### config.mk
export PLATFORM = sky130hd
export DESIGN_NAME = cwf_line_fill
export DESIGN_NICKNAME = d
export VERILOG_FILES = /design/src/rtl/cwf_pkg.sv /design/src/rtl/cwf_wrap_seq.sv /design/src/rtl/cwf_fill_track.sv /design/src/rtl/cwf_fill_ctrl.sv /design/src/rtl/cwf_line_fill.sv
export SDC_FILE = /design/constraint.sdc
export NUM_CORES = 1
export LEC_CHECK = 0
export CORE_MARGIN = 2
export CORE_UTILIZATION = 40
export CTS_BUF_LIST = sky130_fd_sc_hd__clkbuf_4 sky130_fd_sc_hd__clkbuf_8 sky130_fd_sc_hd__clkbuf_16
export CTS_CLUSTER_DIAMETER = 120
export DETAILED_ROUTE_END_ITERATION = 16
export MAX_ROUTING_LAYER = met4
export PLACE_DENSITY = 0.68
export SETUP_SLACK_MARGIN = 0.05
export SLEW_MARGIN = 20
export SYNTH_ARGS = -nofsm -noshare
export SYNTH_HDL_FRONTEND = slang
export SYNTH_SLANG_ARGS = --single-unit
### constraint.sdc
create_clock -name clk -period 8.7 [get_ports clk]
set_input_delay 1.74 -clock clk [delete_from_list [all_inputs] [get_ports clk]]
set_output_delay 1.74 -clock clk [all_outputs]
set_load 0.05 [all_outputs]
### src/rtl/cwf_pkg.sv
// Shared types for the critical-word-first line fill controller.
// Assumes nothing beyond a standard SystemVerilog flow.
package cwf_pkg;

    // Phase of one line fill
    typedef enum logic [1:0] {
        ST_IDLE = 2'd0,   // waiting for a miss
        ST_REQ  = 2'd1,   // burst request on the memory port
        ST_FILL = 2'd2,   // accepting response beats
        ST_DONE = 2'd3    // line complete, valid bit set
    } fill_state_t;

endpackage

### src/rtl/cwf_wrap_seq.sv
// Word order generator: maps the beat index of a burst to a word offset.
// Wrapped mode starts at the missed word and wraps modulo the line size;
// sequential mode starts at word 0. Assumes WORDS is a power of two.
module cwf_wrap_seq #(
    parameter int WORDS = 8,
    localparam int OFF_W = $clog2(WORDS)
) (
    input  logic [OFF_W-1:0] req_word,
    input  logic             wrap,
    input  logic [OFF_W-1:0] beat,
    output logic [OFF_W-1:0] start_word,
    output logic [OFF_W-1:0] cur_word
);

    // Starting offset and current offset; modulo arithmetic is the natural wrap of OFF_W bits
    always_comb begin
        start_word = wrap ? req_word : '0;
        cur_word   = start_word + beat;
    end

endmodule

### src/rtl/cwf_fill_track.sv
// Fill tracker: holds the words of the line being filled and a written mask,
// and serves processor reads of already-written words. Assumes at most one
// write per cycle and that clear is raised when a new fill begins.
module cwf_fill_track #(
    parameter int WORDS  = 8,
    parameter int DATA_W = 32,
    localparam int OFF_W = $clog2(WORDS)
) (
    input  logic              clk,
    input  logic              rst_n,
    input  logic              clear,
    input  logic              we,
    input  logic [OFF_W-1:0]  word,
    input  logic [DATA_W-1:0] wdata,
    input  logic              acc_valid,
    input  logic [OFF_W-1:0]  acc_word,
    output logic              acc_ready,
    output logic [DATA_W-1:0] acc_data,
    output logic [WORDS-1:0]  written
);

    logic [DATA_W-1:0] store [WORDS];

    for (genvar i = 0; i < WORDS; i++) begin : g_word
        // Written flag for word i: cleared at the start of a fill, set on its write
        always_ff @(posedge clk) begin
            if (!rst_n || clear)
                written[i] <= 1'b0;
            else if (we && word == OFF_W'(i))
                written[i] <= 1'b1;
        end

        // Data holder for word i
        always_ff @(posedge clk) begin
            if (we && word == OFF_W'(i))
                store[i] <= wdata;
        end
    end

    // Read port: ready only for a word written in an earlier cycle
    always_comb begin
        acc_ready = acc_valid && written[acc_word];
        acc_data  = store[acc_word];
    end

endmodule

### src/rtl/cwf_fill_ctrl.sv
// Fill sequencer: accepts a miss while idle, issues one burst request,
// counts WORDS response beats, flags the missed word and closes the fill.
// Assumes memory sends exactly WORDS beats, none before the request cycle.
module cwf_fill_ctrl
    import cwf_pkg::*;
#(
    parameter int WORDS  = 8,
    parameter int LINE_W = 26,
    localparam int OFF_W = $clog2(WORDS)
) (
    input  logic              clk,
    input  logic              rst_n,
    input  logic              miss_valid,
    input  logic [LINE_W-1:0] miss_line,
    input  logic [OFF_W-1:0]  miss_word,
    input  logic              wrap_mode,
    input  logic              rsp_valid,
    input  logic [OFF_W-1:0]  cur_word,
    output logic              busy,
    output logic              req_pulse,
    output logic              take,
    output logic              crit,
    output logic              commit,
    output logic              clear,
    output logic [LINE_W-1:0] req_line,
    output logic [OFF_W-1:0]  req_word,
    output logic              wrap_q,
    output logic [OFF_W-1:0]  beat
);

    fill_state_t state;
    logic        crit_seen;

    // Phase register, captured miss and beat counter
    always_ff @(posedge clk) begin
        if (!rst_n) begin
            state     <= ST_IDLE;
            req_line  <= '0;
            req_word  <= '0;
            wrap_q    <= 1'b0;
            beat      <= '0;
            crit_seen <= 1'b0;
        end else begin
            case (state)
                ST_IDLE: if (miss_valid) begin
                    state     <= ST_REQ;
                    req_line  <= miss_line;
                    req_word  <= miss_word;
                    wrap_q    <= wrap_mode;
                    beat      <= '0;
                    crit_seen <= 1'b0;
                end
                ST_REQ:  state <= ST_FILL;
                ST_FILL: if (rsp_valid) begin
                    beat <= beat + 1'b1;
                    if (crit)
                        crit_seen <= 1'b1;
                    if (beat == OFF_W'(WORDS - 1))
                        state <= ST_DONE;
                end
                default: state <= ST_IDLE;
            endcase
        end
    end

    // Decoded strobes for the datapath
    always_comb begin
        busy      = (state != ST_IDLE);
        req_pulse = (state == ST_REQ);
        take      = (state == ST_FILL) && rsp_valid;
        crit      = take && (cur_word == req_word);
        commit    = (state == ST_DONE);
        clear     = (state == ST_IDLE) && miss_valid;
    end

    // the missed word is handed over only once per fill
    a_r5_crit_once: assert property (@(posedge clk) disable iff (!rst_n)
        crit |-> !crit_seen);

    // the burst request lasts one cycle and the controller stays busy after it
    a_r2_req_pulse: assert property (@(posedge clk) disable iff (!rst_n)
        req_pulse |=> (!req_pulse && busy));

endmodule

### src/rtl/cwf_line_fill.sv
// Critical-word-first line fill controller (top). Joins the sequencer, the
// word order generator and the fill tracker; drives the memory request, the
// line-array write port and the processor return ports.
// Assumes memory returns beats in the order it was asked for.
module cwf_line_fill
    import cwf_pkg::*;
#(
    parameter int WORDS  = 8,
    parameter int DATA_W = 32,
    parameter int LINE_W = 26,
    localparam int OFF_W = $clog2(WORDS)
) (
    input  logic              clk,
    input  logic              rst_n,
    input  logic              miss_valid,
    input  logic [LINE_W-1:0] miss_line,
    input  logic [OFF_W-1:0]  miss_word,
    input  logic              wrap_mode,
    output logic              busy,
    output logic              mem_req_valid,
    output logic [LINE_W-1:0] mem_req_line,
    output logic [OFF_W-1:0]  mem_req_word,
    output logic              mem_req_wrap,
    input  logic              rsp_valid,
    input  logic [DATA_W-1:0] rsp_data,
    output logic              crit_valid,
    output logic [DATA_W-1:0] crit_data,
    input  logic              acc_valid,
    input  logic [OFF_W-1:0]  acc_word,
    output logic              acc_ready,
    output logic [DATA_W-1:0] acc_data,
    output logic              arr_we,
    output logic [LINE_W-1:0] arr_line,
    output logic [OFF_W-1:0]  arr_word,
    output logic [DATA_W-1:0] arr_wdata,
    output logic              arr_valid_set
);

    logic              take, crit, commit, clear, req_pulse, wrap_q;
    logic [LINE_W-1:0] req_line;
    logic [OFF_W-1:0]  req_word, beat, start_word, cur_word;
    logic [WORDS-1:0]  written;

    cwf_fill_ctrl #(.WORDS(WORDS), .LINE_W(LINE_W)) i_ctrl (
        .clk        (clk),
        .rst_n      (rst_n),
        .miss_valid (miss_valid),
        .miss_line  (miss_line),
        .miss_word  (miss_word),
        .wrap_mode  (wrap_mode),
        .rsp_valid  (rsp_valid),
        .cur_word   (cur_word),
        .busy       (busy),
        .req_pulse  (req_pulse),
        .take       (take),
        .crit       (crit),
        .commit     (commit),
        .clear      (clear),
        .req_line   (req_line),
        .req_word   (req_word),
        .wrap_q     (wrap_q),
        .beat       (beat)
    );

    cwf_wrap_seq #(.WORDS(WORDS)) i_seq (
        .req_word   (req_word),
        .wrap       (wrap_q),
        .beat       (beat),
        .start_word (start_word),
        .cur_word   (cur_word)
    );

    cwf_fill_track #(.WORDS(WORDS), .DATA_W(DATA_W)) i_track (
        .clk        (clk),
        .rst_n      (rst_n),
        .clear      (clear),
        .we         (take),
        .word       (cur_word),
        .wdata      (rsp_data),
        .acc_valid  (acc_valid),
        .acc_word   (acc_word),
        .acc_ready  (acc_ready),
        .acc_data   (acc_data),
        .written    (written)
    );

    // Port drive: request, array write, early return of the missed word
    always_comb begin
        mem_req_valid = req_pulse;
        mem_req_line  = req_line;
        mem_req_word  = start_word;
        mem_req_wrap  = wrap_q;
        arr_we        = take;
        arr_line      = req_line;
        arr_word      = cur_word;
        arr_wdata     = rsp_data;
        crit_valid    = crit;
        crit_data     = rsp_data;
        arr_valid_set = commit;
    end

    // in wrapped mode the first beat lands on the missed word
    a_r3_wrap_head: assert property (@(posedge clk) disable iff (!rst_n)
        (arr_we && wrap_q && beat == '0) |-> (arr_word == req_word));

    // in sequential mode beat k lands on word k
    a_r4_seq_order: assert property (@(posedge clk) disable iff (!rst_n)
        (arr_we && !wrap_q) |-> (arr_word == beat));

    // the valid bit is set only once every word has been written
    a_r7_valid_after_full: assert property (@(posedge clk) disable iff (!rst_n)
        arr_valid_set |-> (&written));

    // no array write happens while idle
    a_r9_no_idle_write: assert property (@(posedge clk) disable iff (!rst_n)
        arr_we |-> busy);

endmodule

==> results, run 1 <==
- Of the available clock period, the critical path in the final layout requires 0.671.
- The die boundary height is about 180 um.
- In this run the worst path has a maximum fanout of 43.
- After clock tree synthesis, the flow added hold-fix buffers numbering 0.
- The clock transition at the registers of the reported paths is approximately 0.05 ns.
- CTS placed an instance of clkbuf_16 at the clock tree root.
- Of the total power, registers draw 0.446.
- The measured slew at the worst slew-check pin is roughly 0.97 ns.
- The cell with the largest stage delay on the worst path is clkdlybuf4s50_1.
- The most common cell after layout, fill and taps aside is edfxtp_1.
- The total routed wirelength is roughly 25 mm.
- Subtracting the final worst setup slack from the clock period gives 5.84 ns.
- The number of global-route vias before repair came to 6590.
- The number of nets handed over by synthesis was about 770.
- The wire length of the first global-routing pass is about 37 mm.
- The count of inserted antenna diode cells is 0.
- The start-to-end type of the worst setup path is in -> out.
- STA puts the critical path data arrival time at around 4 ns.
- The combined area of all synthesized cells is ~12000 sq um.
- The area of the core is approximately 30000 sq um.
- Of the total power, the share spent switching nets is 0.285.
- Of the total power, the clock network draws 0.352.
- Traced cell by cell, the critical path runs through buf_4 > buf_4 > mux4_2 > mux2_2 > clkdlybuf4s50_1.
- The number of remaining DRC errors is 0.
- Data on the critical path is required at its endpoint by 6.96 ns.
- The combinational share of power is 0.203.
- The yosys synthesis warning count is 0.
- The number of buffers inserted by port buffering is 230.
- At the end of the flow, the number of nets in the layout was 925.
- The final max-slew violation count is 0.
- The hold violation total from the final report is 0.
- The count of nets left with antenna violations once routing finished came out at 0.
- Leaving out fill and tap cells, the most frequent cells in the layout are edfxtp_1 (256), clkdlybuf4s50_1 (227), nand2_1 (71).
- The static leakage is about 5.1 nW.
- Counting stages on the worst path, the most repeated cell is buf_4.
- Setup violations remaining at the end of the flow were counted as 0.
- The horizontal die dimension is 178 um.
- The area of all placed cells without fillers is roughly 15000 sq um.
- The cell type contributing the most total cell area after synthesis is edfxtp_1.
- The per-cell routed wire length is roughly 20 um.
- Setup total negative slack on the finished layout was measured at 0 ns.
- Counting along the longest clock path gives a buffer depth of 3.
- The routed layout has 6320 vias.
- The tree built by TritonCTS fans out to about 300 sinks.
- The area fraction of the dominant cell type after synthesis is 0.633.
- The die covers 31800 sq um.
- The share of the Yosys chip area taken by registers is 0.704.
- Entering global routing, the biggest net connects between 40 and 50 pins.
- The number of distinct library cell variants in the gate-level netlist after synthesis is 35.
- about 230 I/O pins were placed.
- The initial utilization of the core area, before any placement, comes to 0.407.
- In the global route stage, overall resource usage came out at 0.160.
- Of the cells placed in the final design, the portion with a size suffix greater than 1 is 0.211.
- Counting every instance in the synthesized netlist gives approximately 690.
- The number of H-tree levels is 1.
- The worst ir drop on vdd is 0.178 mV.
- After the first detailed-routing iteration, the DRC count stood at about 350.
- After synthesis, the cell types taking the most area are edfxtp_1 (63%), mux4_2 (12%), dfxtp_1 (7.1%).
- The flow ran to the end, and the final reports show no timing, DRC or antenna violations.
- The mean instance size in the synthesized netlist is ~18 sq um.
- The remaining global-route overflow is 0.
- The worst max-slew margin expressed relative to the limit is 0.349.
- From synthesis to final layout, the design area changed by 26.0%.
- The element type at the critical path end is an output port.
- Static timing analysis puts the maximum clock frequency at around 170 MHz.
- In this run the cell area measured after placement is roughly 14000 sq um.
- The latest clock arrival within the worst-skew pair is ~0.55 ns.
- Max-cap violations in this run came to 0.
- The internal power of the cells totals 2.64 mW.
- The power spent charging and discharging nets is roughly 1.0 mW.
- The biggest cell delay along the critical path is ~0.71 ns.
- The total half-perimeter wirelength after legalization and detailed placement is around 15 mm.
- Setup repair after global routing left no endpoint under its margin.
- The class of the worst hold path is reg -> reg.
- Post-CTS repair changed the size of 0 cells.
- The weighted congestion at the end of routability-driven global placement is 0.709.
- The number of antenna violations at the first check in global routing was 0.
- The largest clock skew in the final design is around 0.02 ns.
- The number of vias per cell after detailed routing is roughly 5.
- Counting flops and latches in the post-synthesis netlist gives 299.
- The smallest hold slack is between 0.4 and 0.5 ns.
- The first TritonRoute pass finished after 4 iterations.
- TritonCTS built the clock tree.
- Clock tree synthesis inserted a total of 31 buffers.
- The number of setup buffers added after CTS is 0.
- The number of cell rows is between 60 and 70.
- The power density of the placed cells is 241 nW/um^2.
- The worst setup path is launched from an input pin.
per-layer routing:
layer,vias to the layer above,GRT usage,routed length [um]
met5,-,-,0
met4,0,0.0352,412
met3,30,0.0281,1730
met2,235,0.260,11800
met1,3171,0.214,10700
li1,2884,-,-
Yosys cell counts:
| cell type | n |
|---|---|
| a21oi_1 | 34 |
| inv_2 | 1 |
| inv_1 | 6 |
| clkbuf_1 | 16 |
| o2111ai_1 | 2 |
| or3_1 | 1 |
| nand2_1 | 71 |
| and2_1 | 3 |
| ha_1 | 7 |
| mux2i_1 | 1 |
| nor4_1 | 3 |
| a21boi_1 | 1 |
| mux4_2 | 65 |
| fa_1 | 1 |
| a311oi_1 | 1 |
| dfxtp_1 | 43 |
| o21ai_0 | 6 |
| nand2b_1 | 3 |
| mux2_2 | 33 |
| o31ai_1 | 5 |
| nor2b_1 | 4 |
| a211oi_1 | 1 |
| nor2_1 | 8 |
| edfxtp_1 | 256 |
| buf_2 | 8 |
| or4b_1 | 3 |
| clkinv_1 | 1 |
| nand4_1 | 1 |
| xor2_1 | 2 |
| o21ai_1 | 2 |
| nand4b_1 | 2 |
| buf_4 | 90 |
| xnor2_2 | 1 |
| buf_6 | 5 |
| xnor2_1 | 2 |
critical path: cells and delay by family:
kind	cells	cell delay, ns
buffers and inverters	3	1.60
muxes	2	0.71
state kept, by name (all words and copies together) (netlist names):
register and flops:
i_ctrl.req_word 3, i_ctrl.state 2, i_track.store 256, i_track.written 8
i_ctrl.wrap_q 1, i_ctrl.req_line 26, i_ctrl.beat 3
worst paths after layout:
kind	start	end	slack (ns)	depth (start not counted)
setup / recovery	acc_word[1]	acc_data[30]	2.86	5
hold / removal	i_track.written[0]	i_track.written[0]	0.44	2
setup reg to reg	i_ctrl.wrap_q	i_track.store[2][0]	5.16	8
hold reg to reg	i_track.written[0]	i_track.written[0]	0.44	2
logic make-up (layout without fill, tap and decap cells):
kind of cell | Yosys count | count (layout) | synth area share
AOI/OAI and AO/OA | 52 | 52 | 0.0238
xor gates and xnor gates | 5 | 5 | 0.00423
buffers and inverters | 127 | 310 | 0.0710
and+or+nand+nor | 99 | 99 | 0.0361
adders and majority gates | 8 | 8 | 0.00886
DFF | 299 | 299 | 0.704
muxes | 99 | 99 | 0.152
power by group through the flow:
stage | combinational [mW] | sequential (mW) | clock (mW)
CTS | 0.757 | 1.64 | 1.33
detailed placement | 0.754 | 1.67 | 0
global placement | 0.750 | 1.67 | 0
floorplan | 0.467 | 1.75 | 0
global route | 0.791 | 1.65 | 1.38
finish | 0.747 | 1.64 | 1.30
final cells by class:
| cell class | instances | area, sq um |
|---|---|---|
| multi-input cells | 263 | 2790 |
| inverters | 8 | 30.0 |
| flip-flops and latches | 299 | 8550 |
| clock inverters | 10 | 61.3 |
| fillers | 2414 | 14500 |
| repair buffers | 244 | 2400 |
| well taps | 390 | 488 |
| clock buffers | 48 | 982 |
metrics by stage:
step | utilization | setup slack [ns] | power [mW] | cells
6_report | 0.513 | 2.86 | 3.69 | 1262
5_1_grt | 0.513 | 2.78 | 3.82 | 1262
4_1_cts | 0.513 | 2.82 | 3.73 | 1262
2_1_floorplan | - | 2.74 | 2.21 | 689
3_5_place_dp | 0.478 | 2.83 | 2.43 | 1204
3_3_place_gp | 0.478 | 2.85 | 2.42 | 1204
Power figures use the tool's default switching activity.
==> inputs of run 2 (changes only) <==
- PLACE_DENSITY: 0.68 -> 0.71
- clock period: 8.7 -> 4.9 ns (I/O delays scaled with it)
==> run 2 against run 1 <==
Sequential share of layout area down 0.31 points. Highest routed layer unchanged. Wire length up 0.76%. Largest power group unchanged. Largest cell class unchanged. Critical path type is now reg -> out. Total power up 80%.
==> results, run 2 (synthesized netlist as in run 1, its figures left out) <==
- On the final layout, the worst clock skew is ~0.022 ns.
- The number of cell rows is 63.
- The HPWL after detailed placement is around 15 mm.
- The die boundary height is 178 um.
- In the post-route analysis, the smallest setup slack over all paths is ~0.36 ns.
- The startpoint kind of the worst setup timing path is a flop.
- The setup slack after placement is approximately 0.68 ns.
- The count of hold-fix buffers inserted at cts is 0.
- Wire segments on met2 add up to 12.3 mm in the final route.
- The count of inserted antenna diode cells is 0.
- The arrival time at the worst endpoint is around 3.6 ns.
- For this block, the initial DRC count from the detailed router was roughly 380.
- The smallest hold slack is ~0.44 ns.
- The start-to-end type of the worst setup path is reg -> out.
- The number of vias per cell after detailed routing is approximately 5.0.
- The clock root buffer is clkbuf_16.
- The detailed router used layers up to and including met4.
- The total of cells resized after clock tree synthesis is 0.
- The final net count is 925.
- The final max-slew violation count came to 0.
- The number of global-route vias before repair came to 6595.
- VDD sags by at most 0.266 mV.
- At the end of routability-driven placement, the weighted congestion stood at 0.791.
- The class of the worst hold path is reg -> reg.
- The number of clock sinks is between 200 and 300.
- For this block, wires on met1 add up to ~11 mm.
- Summing over every cut layer, the via total after detailed routing is ~6400.
- The iteration count of the initial detailed-routing pass is 6.
- The latest clock arrival within the worst-skew pair is about 0.56 ns.
- In the final layout, the multi-input gates occupy between 2000 and 3000 sq um.
- The largest registers in the layout are i_track.store (256), i_ctrl.req_line (26), i_track.written (8).
- The register with the most flip-flops in the layout has around 260 of them.
- Of all nets on the critical path, the largest fanout is 9.
- The count of antenna-violating nets left after detailed routing is 0.
- In this run, CTS created clock tree buffers numbering 30.
- For the pin with the worst max-slew slack, the measured transition is roughly 1.0 ns.
- For this run, the top clock speed supported by timing is 220 MHz.
- The element type at the critical path end is an output port.
- Detailed routing placed a total of between 1 and 1.5 mm of wire on met3.
- For the final routed database, the setup TNS stands at 0 ns.
- The ratio of final minimum period to clock period is 0.926.
- The worst path needs 4.54 ns of the cycle, external delays included.
- The library cells used most frequently in the layout, excluding fill and tap cells, are edfxtp_1 (256), clkdlybuf4s50_1 (227), nand2_1 (71).
- The number of maximum-capacitance violations is 0.
- The die is 178 um wide.
- The initial core utilization is 0.407.
- The hold violation total from the final report was 0.
- The boundary pin count is 231.
- For this run, design rule violations remaining after detail routing come to 0.
- The run finished with clean final reports.
- The CTS tree is built.
- At the worst endpoint, the required time is 3.92 ns.
- The first global-routing pass estimated between 30 and 40 mm of wire.
- The count of buffers added on input and output ports is 230.
- Clock-pin slew was measured on the worst setup and hold paths at about 0.060 ns.
- The total routed wirelength is about 25 mm.
- The power density of the placed cells is around 430 nW/um^2.
- The static leakage is between 5 and 6 nW.
- The footprint of the flip-flops and latches is between 8000 and 9000 sq um.
- Summing all non-filler instances in the final layout gives an area of around 15000 sq um.
- Leaving out fill and tap cells, the most frequent cell in the layout is edfxtp_1.
- Of the cells placed in the final design, the portion with a size suffix greater than 1 is 0.210.
- The number of antenna violations at the first check in global routing is 0.
- After detailed routing, the average wire length per cell comes to a little under 20 um.
- The core region is 29800 sq um.
- The worst max-slew margin expressed relative to the limit is 0.314.
- After detailed placement, the total cell area comes to 14300 sq um.
- The final number of setup-violating endpoints is 0.
- The clock passes through at most 3 buffers.
- Setup repair after global routing left no endpoint under its margin.
- Compared with the post-synthesis result, the final layout area differs by 26.7%.
- The number of setup buffers added after CTS is 0.
- Entering global routing, the biggest net connects 47 pins.
- The die covers between 30000 and 40000 sq um.
- In this run the number of H-tree levels came out at 1.
- The remaining global-route overflow is 0.
- The number of fillers in the final layout is approximately 2400.
- i_track.store holds more flip-flops than any other register.
- The total track usage is 0.162.
[run 2: stage by stage]
step	power, mW	utilization	instances
final	6.65	0.516	1261
after global routing	6.89	0.516	1261
after CTS	6.73	0.516	1261
after detailed placement	4.32	0.481	1205
after global placement	4.31	0.481	1205
after floorplan	3.93	-	689
[run 2: critical path: stages, from the launching register on]
cell and delay (ns):
dfxtp_1 0.36, and2_1 0.18, ha_1 0.19, fa_1 0.38
xnor2_1 0.19, xnor2_2 0.60, inv_2 0.30, clkdlybuf4s50_1 0.81
[run 2: cell type report]
| cell class | count | share of cell area |
|---|---|---|
| Sequential cell | 299 | 0.556 |
| Multi-Input combinational cell | 263 | 0.183 |
| Timing Repair Buffer | 245 | 0.159 |
| Clock buffer | 40 | 0.0545 |
| Tap cell | 390 | 0.0317 |
| Clock inverter | 16 | 0.0144 |
| Inverter | 8 | 0.00195 |
[run 2: worst paths after layout]
path | startpoint | end | slack (ns) | depth (start not counted)
worst max register to register | i_ctrl.wrap_q | i_track.store[0][18] | 1.50 | 8
worst max-delay path | i_ctrl.wrap_q | arr_word[2] | 0.36 | 7
worst min register to register | i_track.written[0] | i_track.written[0] | 0.44 | 2
worst min-delay path | i_track.written[0] | i_track.written[0] | 0.44 | 2
[run 2: layer usage]
metal / vias up / global-route usage
li1: 2871 / -
met4: 0 / 0.0386
met2: 215 / 0.266
met5: - / -
met3: 37 / 0.0260
met1: 3227 / 0.212
[run 2: where the power goes]
group	internal [mW]	leakage (nW)	total, mW	switching, mW
clock	1.47	0.528	2.39	0.924
combinational	0.450	1.89	1.34	0.890
sequential	2.86	2.65	2.92	0.0573
